$ cat config.mk
export PLATFORM = sky130hd
export DESIGN_NAME = sfrac_mul_unit
export DESIGN_NICKNAME = d
export VERILOG_FILES = /design/src/rtl/smul_pkg.sv /design/src/rtl/smul_byte_mul.sv /design/src/rtl/smul_ctrl.sv /design/src/rtl/smul_acc.sv /design/src/rtl/sfrac_mul_unit.sv
export SDC_FILE = /design/constraint.sdc
export NUM_CORES = 1
export LEC_CHECK = 0
export ABC_AREA = 1
export CAP_MARGIN = 20
export CORE_UTILIZATION = 60
export CTS_CLUSTER_SIZE = 40
export DETAILED_ROUTE_END_ITERATION = 12
export PLACE_DENSITY = 0.83
export SLEW_MARGIN = 20
export SYNTH_ARGS = -nofsm -noshare
export SYNTH_HDL_FRONTEND = slang
export SYNTH_SLANG_ARGS = --single-unit
$ cat constraint.sdc
create_clock -name clk -period 16.65 [get_ports clk]
set_input_delay 4.1625 -clock clk [delete_from_list [all_inputs] [get_ports clk]]
set_output_delay 4.1625 -clock clk [all_outputs]
set_load 0.01 [all_outputs]
$ cat src/rtl/smul_pkg.sv
package smul_pkg;

   typedef enum logic {
      SMUL_FRAC = 1'b0,
      SMUL_LONG = 1'b1
   } smul_mode_e;

   // byte-pair order of the four passes
   typedef enum logic [1:0] {
      PASS_LL = 2'd0,
      PASS_HL = 2'd1,
      PASS_LH = 2'd2,
      PASS_HH = 2'd3
   } smul_pass_e;

endpackage

$ cat src/rtl/smul_byte_mul.sv
module smul_byte_mul #(
   parameter int H         = 8,
   parameter int MUL_STYLE = 0   // 0: direct operator, 1: shift-add array
) (
   input  logic [H-1:0]          a_i,
   input  logic                  a_sgn_i,
   input  logic [H-1:0]          b_i,
   input  logic                  b_sgn_i,
   output logic signed [2*H+1:0] p_o
);
   localparam int PW = 2*H + 2;

   logic signed [H:0] ae;
   logic signed [H:0] be;

   assign ae = {a_sgn_i & a_i[H-1], a_i};
   assign be = {b_sgn_i & b_i[H-1], b_i};

   generate
      if (MUL_STYLE == 0) begin : g_direct
         assign p_o = PW'(ae) * PW'(be);
      end else begin : g_array
         logic signed [PW-1:0] ax;
         logic signed [PW-1:0] sum;
         assign ax = {{(H+1){ae[H]}}, ae};
         always_comb begin
            sum = '0;
            for (int i = 0; i < H; i++) begin
               if (be[i]) sum = sum + (ax <<< i);
            end
            if (be[H]) sum = sum - (ax <<< H);
         end
         assign p_o = sum;
      end
   endgenerate

   initial begin
      if (H < 2) $error("smul_byte_mul: H must be at least 2");
      if (MUL_STYLE != 0 && MUL_STYLE != 1) $error("smul_byte_mul: bad MUL_STYLE");
   end
endmodule

$ cat src/rtl/smul_ctrl.sv
module smul_ctrl
   import smul_pkg::*;
#(
   parameter int FAST_CYC = 4,
   parameter int SLOW_CYC = 8
) (
   input  logic       clk,
   input  logic       rst_n,
   input  logic       start_i,
   input  logic       slow_i,
   output logic       launch_o,
   output logic       busy_o,
   output logic       acc_en_o,
   output logic       last_o,
   output smul_pass_e pass_o
);
   localparam int CW  = (SLOW_CYC > 2) ? $clog2(SLOW_CYC) : 1;
   localparam int FPP = FAST_CYC / 4;
   localparam int SPP = SLOW_CYC / 4;

   logic [CW-1:0] cnt_q;
   logic          busy_q;
   logic          slow_q;
   logic [CW-1:0] sub;
   logic [CW-1:0] sub_end;
   logic [CW-1:0] cnt_end;

   assign launch_o = start_i & ~busy_q;
   assign cnt_end  = slow_q ? CW'(SLOW_CYC - 1) : CW'(FAST_CYC - 1);
   assign last_o   = busy_q && (cnt_q == cnt_end);
   assign sub      = slow_q ? (cnt_q % CW'(SPP)) : (cnt_q % CW'(FPP));
   assign sub_end  = slow_q ? CW'(SPP - 1) : CW'(FPP - 1);
   assign acc_en_o = busy_q && (sub == sub_end);
   assign pass_o   = smul_pass_e'(slow_q ? 2'(cnt_q / CW'(SPP)) : 2'(cnt_q / CW'(FPP)));
   assign busy_o   = busy_q;

   always_ff @(posedge clk or negedge rst_n) begin
      if (!rst_n) begin
         busy_q <= 1'b0;
         cnt_q  <= '0;
         slow_q <= 1'b0;
      end else if (launch_o) begin
         busy_q <= 1'b1;
         cnt_q  <= '0;
         slow_q <= slow_i;
      end else if (busy_q) begin
         if (last_o) busy_q <= 1'b0;
         else        cnt_q  <= cnt_q + 1'b1;
      end
   end

   // completion is a single pulse, inside the busy window, followed by idle
   a_r7_done_single: assert property (@(posedge clk) disable iff (!rst_n)
      last_o |=> !last_o);
   a_r7_idle_after_done: assert property (@(posedge clk) disable iff (!rst_n)
      last_o |=> !busy_o);
   a_r7_busy_holds: assert property (@(posedge clk) disable iff (!rst_n)
      (busy_o && !last_o) |=> busy_o);
   // the operand of the speed setting cannot change mid-operation
   a_r5_slow_stable: assert property (@(posedge clk) disable iff (!rst_n)
      (busy_o && !last_o) |=> $stable(slow_q));

   initial begin
      if (FAST_CYC < 4 || FAST_CYC % 4 != 0) $error("smul_ctrl: FAST_CYC must be a multiple of 4");
      if (SLOW_CYC % 4 != 0) $error("smul_ctrl: SLOW_CYC must be a multiple of 4");
      if (SLOW_CYC < FAST_CYC) $error("smul_ctrl: SLOW_CYC below FAST_CYC");
   end
endmodule

$ cat src/rtl/smul_acc.sv
module smul_acc #(
   parameter int AW = 32
) (
   input  logic                 clk,
   input  logic                 rst_n,
   input  logic                 clr_i,
   input  logic                 en_i,
   input  logic signed [AW-1:0] pp_i,
   output logic signed [AW-1:0] sum_o
);
   logic signed [AW-1:0] acc_q;

   assign sum_o = acc_q + pp_i;

   always_ff @(posedge clk or negedge rst_n) begin
      if (!rst_n)     acc_q <= '0;
      else if (clr_i) acc_q <= '0;
      else if (en_i)  acc_q <= sum_o;
   end

   // a fresh operation never overlaps an accumulating pass
   a_r4_clear_not_accum: assert property (@(posedge clk) disable iff (!rst_n)
      clr_i |-> !en_i);

   initial begin
      if (AW < 4) $error("smul_acc: AW too small");
   end
endmodule

$ cat src/rtl/sfrac_mul_unit.sv
module sfrac_mul_unit
   import smul_pkg::*;
#(
   parameter int W            = 16,
   parameter int IW           = 4,
   parameter int FAST_CYC     = 4,
   parameter int SLOW_CYC     = 8,
   parameter int NO_WRITE_IDX = 4,
   parameter int MUL_STYLE    = 0
) (
   input  logic          clk,
   input  logic          rst_n,
   input  logic          start_i,
   input  logic          mode_i,
   input  logic          slow_i,
   input  logic [W-1:0]  src_i,
   input  logic [W-1:0]  r6_i,
   input  logic [IW-1:0] dst_i,
   output logic          busy_o,
   output logic          done_o,
   output logic          wr_en_o,
   output logic [IW-1:0] wr_idx_o,
   output logic [W-1:0]  wr_data_o,
   output logic [W-1:0]  lo_data_o,
   output logic          carry_o,
   output logic          sign_o,
   output logic          zero_o,
   output logic          flag_we_o,
   output logic          alt_clr_o
);
   localparam int H  = W / 2;
   localparam int AW = 2 * W;
   localparam int LW = $clog2(SLOW_CYC + 1);

   logic           launch, acc_en, last;
   smul_pass_e     pass;
   logic [W-1:0]   a_q, b_q;
   logic [IW-1:0]  dst_q;
   smul_mode_e     mode_q;
   logic [H-1:0]   ax, bx;
   logic           as_, bs_;
   logic signed [W+1:0]  pbyte;
   logic signed [AW-1:0] pwide, pp;
   logic signed [AW-1:0] prod;

   smul_ctrl #(.FAST_CYC(FAST_CYC), .SLOW_CYC(SLOW_CYC)) ctrl_i (
      .clk(clk), .rst_n(rst_n), .start_i(start_i), .slow_i(slow_i),
      .launch_o(launch), .busy_o(busy_o), .acc_en_o(acc_en),
      .last_o(last), .pass_o(pass)
   );

   always_ff @(posedge clk or negedge rst_n) begin
      if (!rst_n) begin
         a_q    <= '0;
         b_q    <= '0;
         dst_q  <= '0;
         mode_q <= SMUL_FRAC;
      end else if (launch) begin
         a_q    <= src_i;
         b_q    <= r6_i;
         dst_q  <= dst_i;
         mode_q <= smul_mode_e'(mode_i);
      end
   end

   // byte selection: upper bytes signed, lower bytes unsigned
   always_comb begin
      case (pass)
         PASS_LL: begin ax = a_q[H-1:0]; as_ = 1'b0; bx = b_q[H-1:0]; bs_ = 1'b0; end
         PASS_HL: begin ax = a_q[W-1:H]; as_ = 1'b1; bx = b_q[H-1:0]; bs_ = 1'b0; end
         PASS_LH: begin ax = a_q[H-1:0]; as_ = 1'b0; bx = b_q[W-1:H]; bs_ = 1'b1; end
         default: begin ax = a_q[W-1:H]; as_ = 1'b1; bx = b_q[W-1:H]; bs_ = 1'b1; end
      endcase
   end

   smul_byte_mul #(.H(H), .MUL_STYLE(MUL_STYLE)) bmul_i (
      .a_i(ax), .a_sgn_i(as_), .b_i(bx), .b_sgn_i(bs_), .p_o(pbyte)
   );

   assign pwide = {{(AW-W-2){pbyte[W+1]}}, pbyte};

   always_comb begin
      case (pass)
         PASS_LL:          pp = pwide;
         PASS_HL, PASS_LH: pp = pwide <<< H;
         default:          pp = pwide <<< W;
      endcase
   end

   smul_acc #(.AW(AW)) acc_i (
      .clk(clk), .rst_n(rst_n), .clr_i(launch), .en_i(acc_en),
      .pp_i(pp), .sum_o(prod)
   );

   assign done_o    = last;
   assign flag_we_o = last;
   assign alt_clr_o = last;
   assign wr_idx_o  = dst_q;
   assign wr_en_o   = last && (dst_q != IW'(NO_WRITE_IDX));
   assign wr_data_o = prod[AW-1:W];
   assign carry_o   = prod[W-1];
   assign sign_o    = prod[AW-1];
   assign zero_o    = (prod[AW-1:W] == '0);
   assign lo_data_o = (mode_q == SMUL_LONG) ? prod[W-1:0] : '0;

   // checker state: cycles since the accepted start
   logic [LW-1:0] lat_q;
   logic          slow_chk_q;
   always_ff @(posedge clk or negedge rst_n) begin
      if (!rst_n) begin
         lat_q      <= '0;
         slow_chk_q <= 1'b0;
      end else if (launch) begin
         lat_q      <= LW'(1);
         slow_chk_q <= slow_i;
      end else if (busy_o && !done_o) begin
         lat_q      <= lat_q + 1'b1;
      end
   end

   // done arrives after exactly the configured number of cycles
   a_r5_latency: assert property (@(posedge clk) disable iff (!rst_n)
      done_o |-> (lat_q == (slow_chk_q ? LW'(SLOW_CYC) : LW'(FAST_CYC))));
   // the reserved index is never written
   a_r6_no_write_reserved: assert property (@(posedge clk) disable iff (!rst_n)
      wr_en_o |-> (wr_idx_o != IW'(NO_WRITE_IDX)));
   // outputs of completion only appear inside the busy window
   a_r7_done_in_busy: assert property (@(posedge clk) disable iff (!rst_n)
      done_o |-> busy_o);

   initial begin
      if (W < 4 || W % 2 != 0) $error("sfrac_mul_unit: W must be even and at least 4");
      if (NO_WRITE_IDX >= (1 << IW)) $error("sfrac_mul_unit: NO_WRITE_IDX out of range");
   end
endmodule

; ---- Word level (Yosys, flattened, before mapping)
; Index checks and enable logic that the tools add are counted.
[classes]
n_mux = 18
add_sub_neg = 2
n_bitwise = 4
n_mul = 1
eq_ne = 6
n_reduce_logical = 11
[op_table]
columns = operator, count
row1 = 32-bit two-way mux, 2
row2 = 32-bit case mux with 2 select lines, 1
row3 = 32-bit adder, 1
row4 = 9-bit by 9-bit multiplier with 18-bit output, 1
row5 = 16-bit logical NOT, 1
row6 = 16-bit two-way mux, 1
row7 = 8-bit two-way mux, 2
row8 = 3-bit two-way mux, 4
row9 = 1-bit two-way mux, 7
row10 = 3-bit == test, 2
row11 = 2-bit OR reduction, 3
row12 = 4-bit by 3-bit inequality test with 1-bit output (second input constant), 1
row13 = 2-bit nonzero test, 2
row14 = 3-bit by 1-bit adder with 3-bit output (second input constant), 1
row15 = 1-bit AND, 3
row16 = 1-bit logical AND, 3
row17 = 2-bit by 1-bit == test with 1-bit output (second input constant), 1
row18 = 2-bit == test (second input constant), 1
row19 = 2-bit logical NOT, 1
row20 = 2-bit two-way mux, 1
row21 = 2-bit by 1-bit inequality test with 1-bit output (second input constant), 1
row22 = 2-bit AND reduction, 1
row23 = 1-bit NOT, 1
[totals]
regBits = 74
wordCells = 50
out_inout_bits = 44

; ---- Depth between registers and ports, before layout
[logic_depth]
depth_word = 10
depth_mapped = 48
ltp_nobuf = 47

; ---- Hierarchy
; A second synthesis with hierarchy kept.
[hier_totals]
hier_cells = 1435
area_unflattened_um2 = 9701.8
[by_module_without_submodules]
columns = mod, area_each_um2, seq_area_each_um2, instances, cells_per_inst
row1 = smul_acc, 3736.1, 800.8, 1, 632
row2 = smul_byte_mul, 3306.9, 0.0, 1, 460
row3 = sfrac_mul_unit, 2368.5, 925.9, 1, 307
row4 = smul_ctrl, 290.3, 125.1, 1, 36

; ---- Least setup slack after synthesis
; Ideal clock, no wire load.
[synth_path]
path_type = flip-flop to output port
startpoint = register ctrl_i.slow_q
endpoint = output port zero_o
n_path_buf = 1
stages_incl_launch_ff = 39
slack_ps = 5552
required_time_ps = 12487
t_arrival_ps = 6936
cell_sequence = dfrtp_1 -> o21ai_2 -> buf_2 -> o21ai_1 -> inv_1 -> nor2_1 -> fa_1 -> inv_1 -> fa_1 -> inv_1 -> fa_1 -> inv_1 -> fa_1 -> inv_1 -> ha_1 -> ha_1 -> a21oi_1 -> a21boi_0 -> [3 not listed] -> nand3_1 -> o211ai_1 -> o21ai_0 -> inv_1 -> ha_1 -> nand2_1 -> inv_1 -> nand2_1 -> nand2_1 -> a21oi_1 -> nor2_1 -> nor2_1 -> nand2_1 -> nand2_1 -> nand2_1 -> nor2_1 -> nand3_1 -> nor2_1
[synth_via]
elab_chain_len = 9
[synth_lines]
columns = element, line_no
row1 = start: declaration, smul_ctrl.sv:23  ; logic slow_q;
row2 = start signal: assignment, smul_ctrl.sv:45  ; slow_q <= slow_i;
row3 = 2-bit two-way mux (*), smul_ctrl.sv:34  ; assign pass_o = smul_pass_e'(slow_q ? 2'(cnt_q / CW'(SPP)) : 2'(cnt_q / CW'(FPP)));
row4 = "2-bit == test, or another cell as far along", "sfrac_mul_unit.sv:68, sfrac_mul_unit.sv:83"
row5 = 2-bit OR reduction (no source line), -
row6 = 1-bit two-way mux or 8-bit two-way mux (tied branches), sfrac_mul_unit.sv:68  ; case (pass)
row7 = 1-bit AND (on tied branches), "smul_byte_mul.sv:16, smul_byte_mul.sv:17"
row8 = 9-bit by 9-bit multiplier with 18-bit output, smul_byte_mul.sv:21  ; assign p_o = PW'(ae) * PW'(be);
row9 = 32-bit case mux with 2 select lines (*), sfrac_mul_unit.sv:83  ; case (pass)
row10 = 32-bit adder (*), smul_acc.sv:13  ; assign sum_o = acc_q + pp_i;
row11 = net wr_data_o[14], sfrac_mul_unit.sv:23  ; output logic [W-1:0] wr_data_o,
row12 = 16-bit logical NOT (*), sfrac_mul_unit.sv:103  ; assign zero_o = (prod[AW-1:W] == '0);
row13 = end: declaration, sfrac_mul_unit.sv:27  ; output logic zero_o,
; The timed path passes the listed nets; every way through them passes the cells marked *.

; ---- Final worst setup path
[layout_path]
startpoint = register ctrl_i.cnt_q[1]
endpoint = output port zero_o
[layout_via]
elab_chain_len = 9
[layout_lines]
columns = element, line_no
row1 = start: declaration, smul_ctrl.sv:21  ; logic [CW-1:0] cnt_q;
row2 = start signal: assignment, smul_ctrl.sv:48  ; else cnt_q <= cnt_q + 1'b1;
row3 = 2-bit two-way mux (*), smul_ctrl.sv:34
row4 = "2-bit == test, or another cell as far along", "sfrac_mul_unit.sv:68, sfrac_mul_unit.sv:83"
row5 = 2-bit OR reduction (no source line), -
row6 = 1-bit two-way mux or 8-bit two-way mux (tied branches), sfrac_mul_unit.sv:68
row7 = 1-bit AND (on tied branches), "smul_byte_mul.sv:16, smul_byte_mul.sv:17"
row8 = 9-bit by 9-bit multiplier with 18-bit output, smul_byte_mul.sv:21
row9 = 32-bit case mux with 2 select lines (*), sfrac_mul_unit.sv:83
row10 = 32-bit adder (*), smul_acc.sv:13
row11 = 16-bit logical NOT (*), sfrac_mul_unit.sv:103
; Mark *: on every way between the ends. The rest lies on a longest branch, timed or not.

==> qor.yml <==
status: "finished, final reports clean"
holdPathStages: 2
dieArea_um2: 15400
synth-adder-area-share: 0.260
cts_max_level: 3
arrival_ns: 9.36
grt_pass1_wl_um: 39400
nFillCells: 1262
hold_start: "acc_i.acc_q[4]"
ant_nets: 0
ys_ff_latch: 74
dr_total_vias: 8400
critPathSlowestCell: "o21ai_2"
synth_xor_area_frac: 0.0273
die_h_um: 124
rows: 44
drive_above_1_share: 0.0639
nNetsFinal: 1524
synth_top_family_by_area: "simple AND/OR/NAND/NOR gates"
worstReg2RegStart: "ctrl_i.cnt_q[1]"
multi_input_area_um2: 6020
dp_hpwl_um: 20300
cts_setup_buffers: 0
syn-cell-area_um2: 8940
crit_fanout: 18
stdcell_count: 1529
regArea_um2: 1850
wire_per_inst_um: 16.4
reg2reg_depth: 35
critical_path_buf_inv_count: 8
cts_tree: "done"
max_cap_violations: 0
cts_max_path_buffers: 2
cts_resized: 0
drt_iter0_drc: 859
hold_path_class: "register to register"
dp_cells: 1513
clkSlewWorstSetupHoldPaths_ns: 0.06
setup_viol: 0
drc: 0
hold_viol: 0
synth_top_area_cell: "dfrtp_1"
end_kind: "output pin"
diodes: 0
clock-sinks: 74
fin_setup_tns_ns: 0
synthSimpleGateAreaFrac: 0.260
vias_per_cell: 5.49
grt_setup_unrepaired: "false"
syn_area_per_cell_um2: 7.09
synthMuxAreaShare: 0.0277
cts-buffers-inserted: 9
synthCells: 1261
drt-total-wl_um: 25100
timing.rr.end: "acc_i.acc_q[28]"
reg2reg_slack_ns: 8.15
cp.required_ns: 12.49
start_kind: "register"
period_needed_ns: 13.52
synth.area.top_cells: "dfrtp_1 (21%), fa_1 (16%), nand2_1 (14%), inv_1 (11%), ha_1 (10%)"
yosysWarnings: 0
slew_violations: 0
worst-setup-path-type: "register to output pin"
min_period_over_period: 0.812
antenna_found_initial: 0
clock_skew_ns: 0.00726
start_util: 0.615
cp_common_cell: "inv_1"
holdPathEnd: "acc_i.acc_q[4]"
clk_latency_ns: 0.36
gp_congestion: 1.00
firstDrtPassIters: 6
place.port_buffers: 84
grt_overflow: 0
synth_compound_area_frac: 0.0983
cts-root-buf: "clkbuf_16"
grt_max_degree: 75
grt_use_total: 0.341
yosysTopAreaCellShare: 0.207
maxSlewHeadroom: 0.329
cp_top_family: "adder cells"
core_area_um2: 14500
fp.dieW_um: 124
tightest_slew_ns: 1.00
grt_pass1_vias: 7871
syn2layout_area_growth_pct: 14.7
synth_nets: 1445
hold_buffers: 0
ys_types: 40
boundaryPins: 85
cpPeakStageDelay_ns: 0.62
fmax_mhz: 74.0
synth-seq-area-share: 0.207
## cell usage after synthesis (all sizes together)
master   count
o2111ai      1
nand4       11
or2          2
buf         10
a22o         6
inv        258
o21a         5
a21oi       48
xnor2       17
o21bai       6
a21boi       4
and2         1
nand3b       3
nand2      334
a31oi        2
ha          72
fa          71
clkinv       2
o211ai       5
xor2        10
nor2       145
dfrtp       74
a21o         5
mux2        22
nand3       54
clkbuf      11
nor3        12
o22ai        7
o21ai       63
## metrics by stage
step	hold slack (ns)	util	cell area, um2	worst slack [ns]
6_report	0.503	0.706	10300	3.13
5_1_grt	0.527	0.706	10300	2.43
4_1_cts	0.501	0.706	10300	3.28
3_5_place_dp	0.485	0.685	9950	3.73
3_3_place_gp	0.478	0.685	9950	3.97
2_1_floorplan	0.459	-	8940	5.55
## tightest hold or removal path: stages (launching register included)
cell and delay [ns]:
dfrtp_1 0.36, nand2_1 0.05, o21ai_0 0.06
## cells by family after synthesis
family / Yosys count
and+or+nand+nor: 562
buffers and inverters: 281
AOI/OAI and AO/OA: 152
adders and majority gates: 143
DFF: 74
xor gates and xnor gates: 27
muxes: 22
## sequential cells by signal, indices dropped and copies added, names as in the netlist
register       cells
acc_i.acc_q       32
a_q               16
b_q               16
wr_idx_o           4
ctrl_i.cnt_q       3
ctrl_i.busy_o      1
ctrl_i.slow_q      1
mode_q             1
## cell type report
type / instances / area share
multi-input combinational: 906 / 0.587
tap: 184 / 0.0224
sequential: 74 / 0.180
inverter: 260 / 0.0951
timing repair buffer: 89 / 0.0854
clock inverter: 7 / 0.00793
clock buffer: 9 / 0.0220
## layer usage
metal  track usage  share of wire  wire (um)  vias up
li1              -              -          -     4057
met1         0.488           0.44      11200     3880
met2         0.498           0.43      10800      400
met3        0.0984           0.10       2540       63
met4         0.100          0.023        582        0
met5             0              0          0        -
## cells in the final DEF (no fill, tap or decap), drive strengths merged, types with 7 or more instances in the layout
| cell type | instances |
|---|---|
| a21oi | 48 |
| clkbuf | 9 |
| clkdlybuf4s50 | 83 |
| dfrtp | 74 |
| fa | 71 |
| ha | 72 |
| inv | 262 |
| mux2 | 22 |
| nand2 | 334 |
| nand3 | 54 |
| nand4 | 11 |
| nor2 | 145 |
| nor3 | 12 |
| o21ai | 63 |
| o22ai | 7 |
| xnor2 | 17 |
| xor2 | 10 |
## worst max-delay path by stage
stage	depth (start not counted)	end	start
after floorplan	38	zero_o	ctrl_i.slow_q
after global placement	38	zero_o	ctrl_i.slow_q
after detailed placement	35	zero_o	ctrl_i.cnt_q[1]
after CTS	35	zero_o	ctrl_i.cnt_q[1]
after global routing	40	zero_o	ctrl_i.cnt_q[1]
final	35	zero_o	ctrl_i.cnt_q[1]
Power is not shown: default switching activity piles up to over one toggle a cycle in this logic, so the estimate is an artifact.
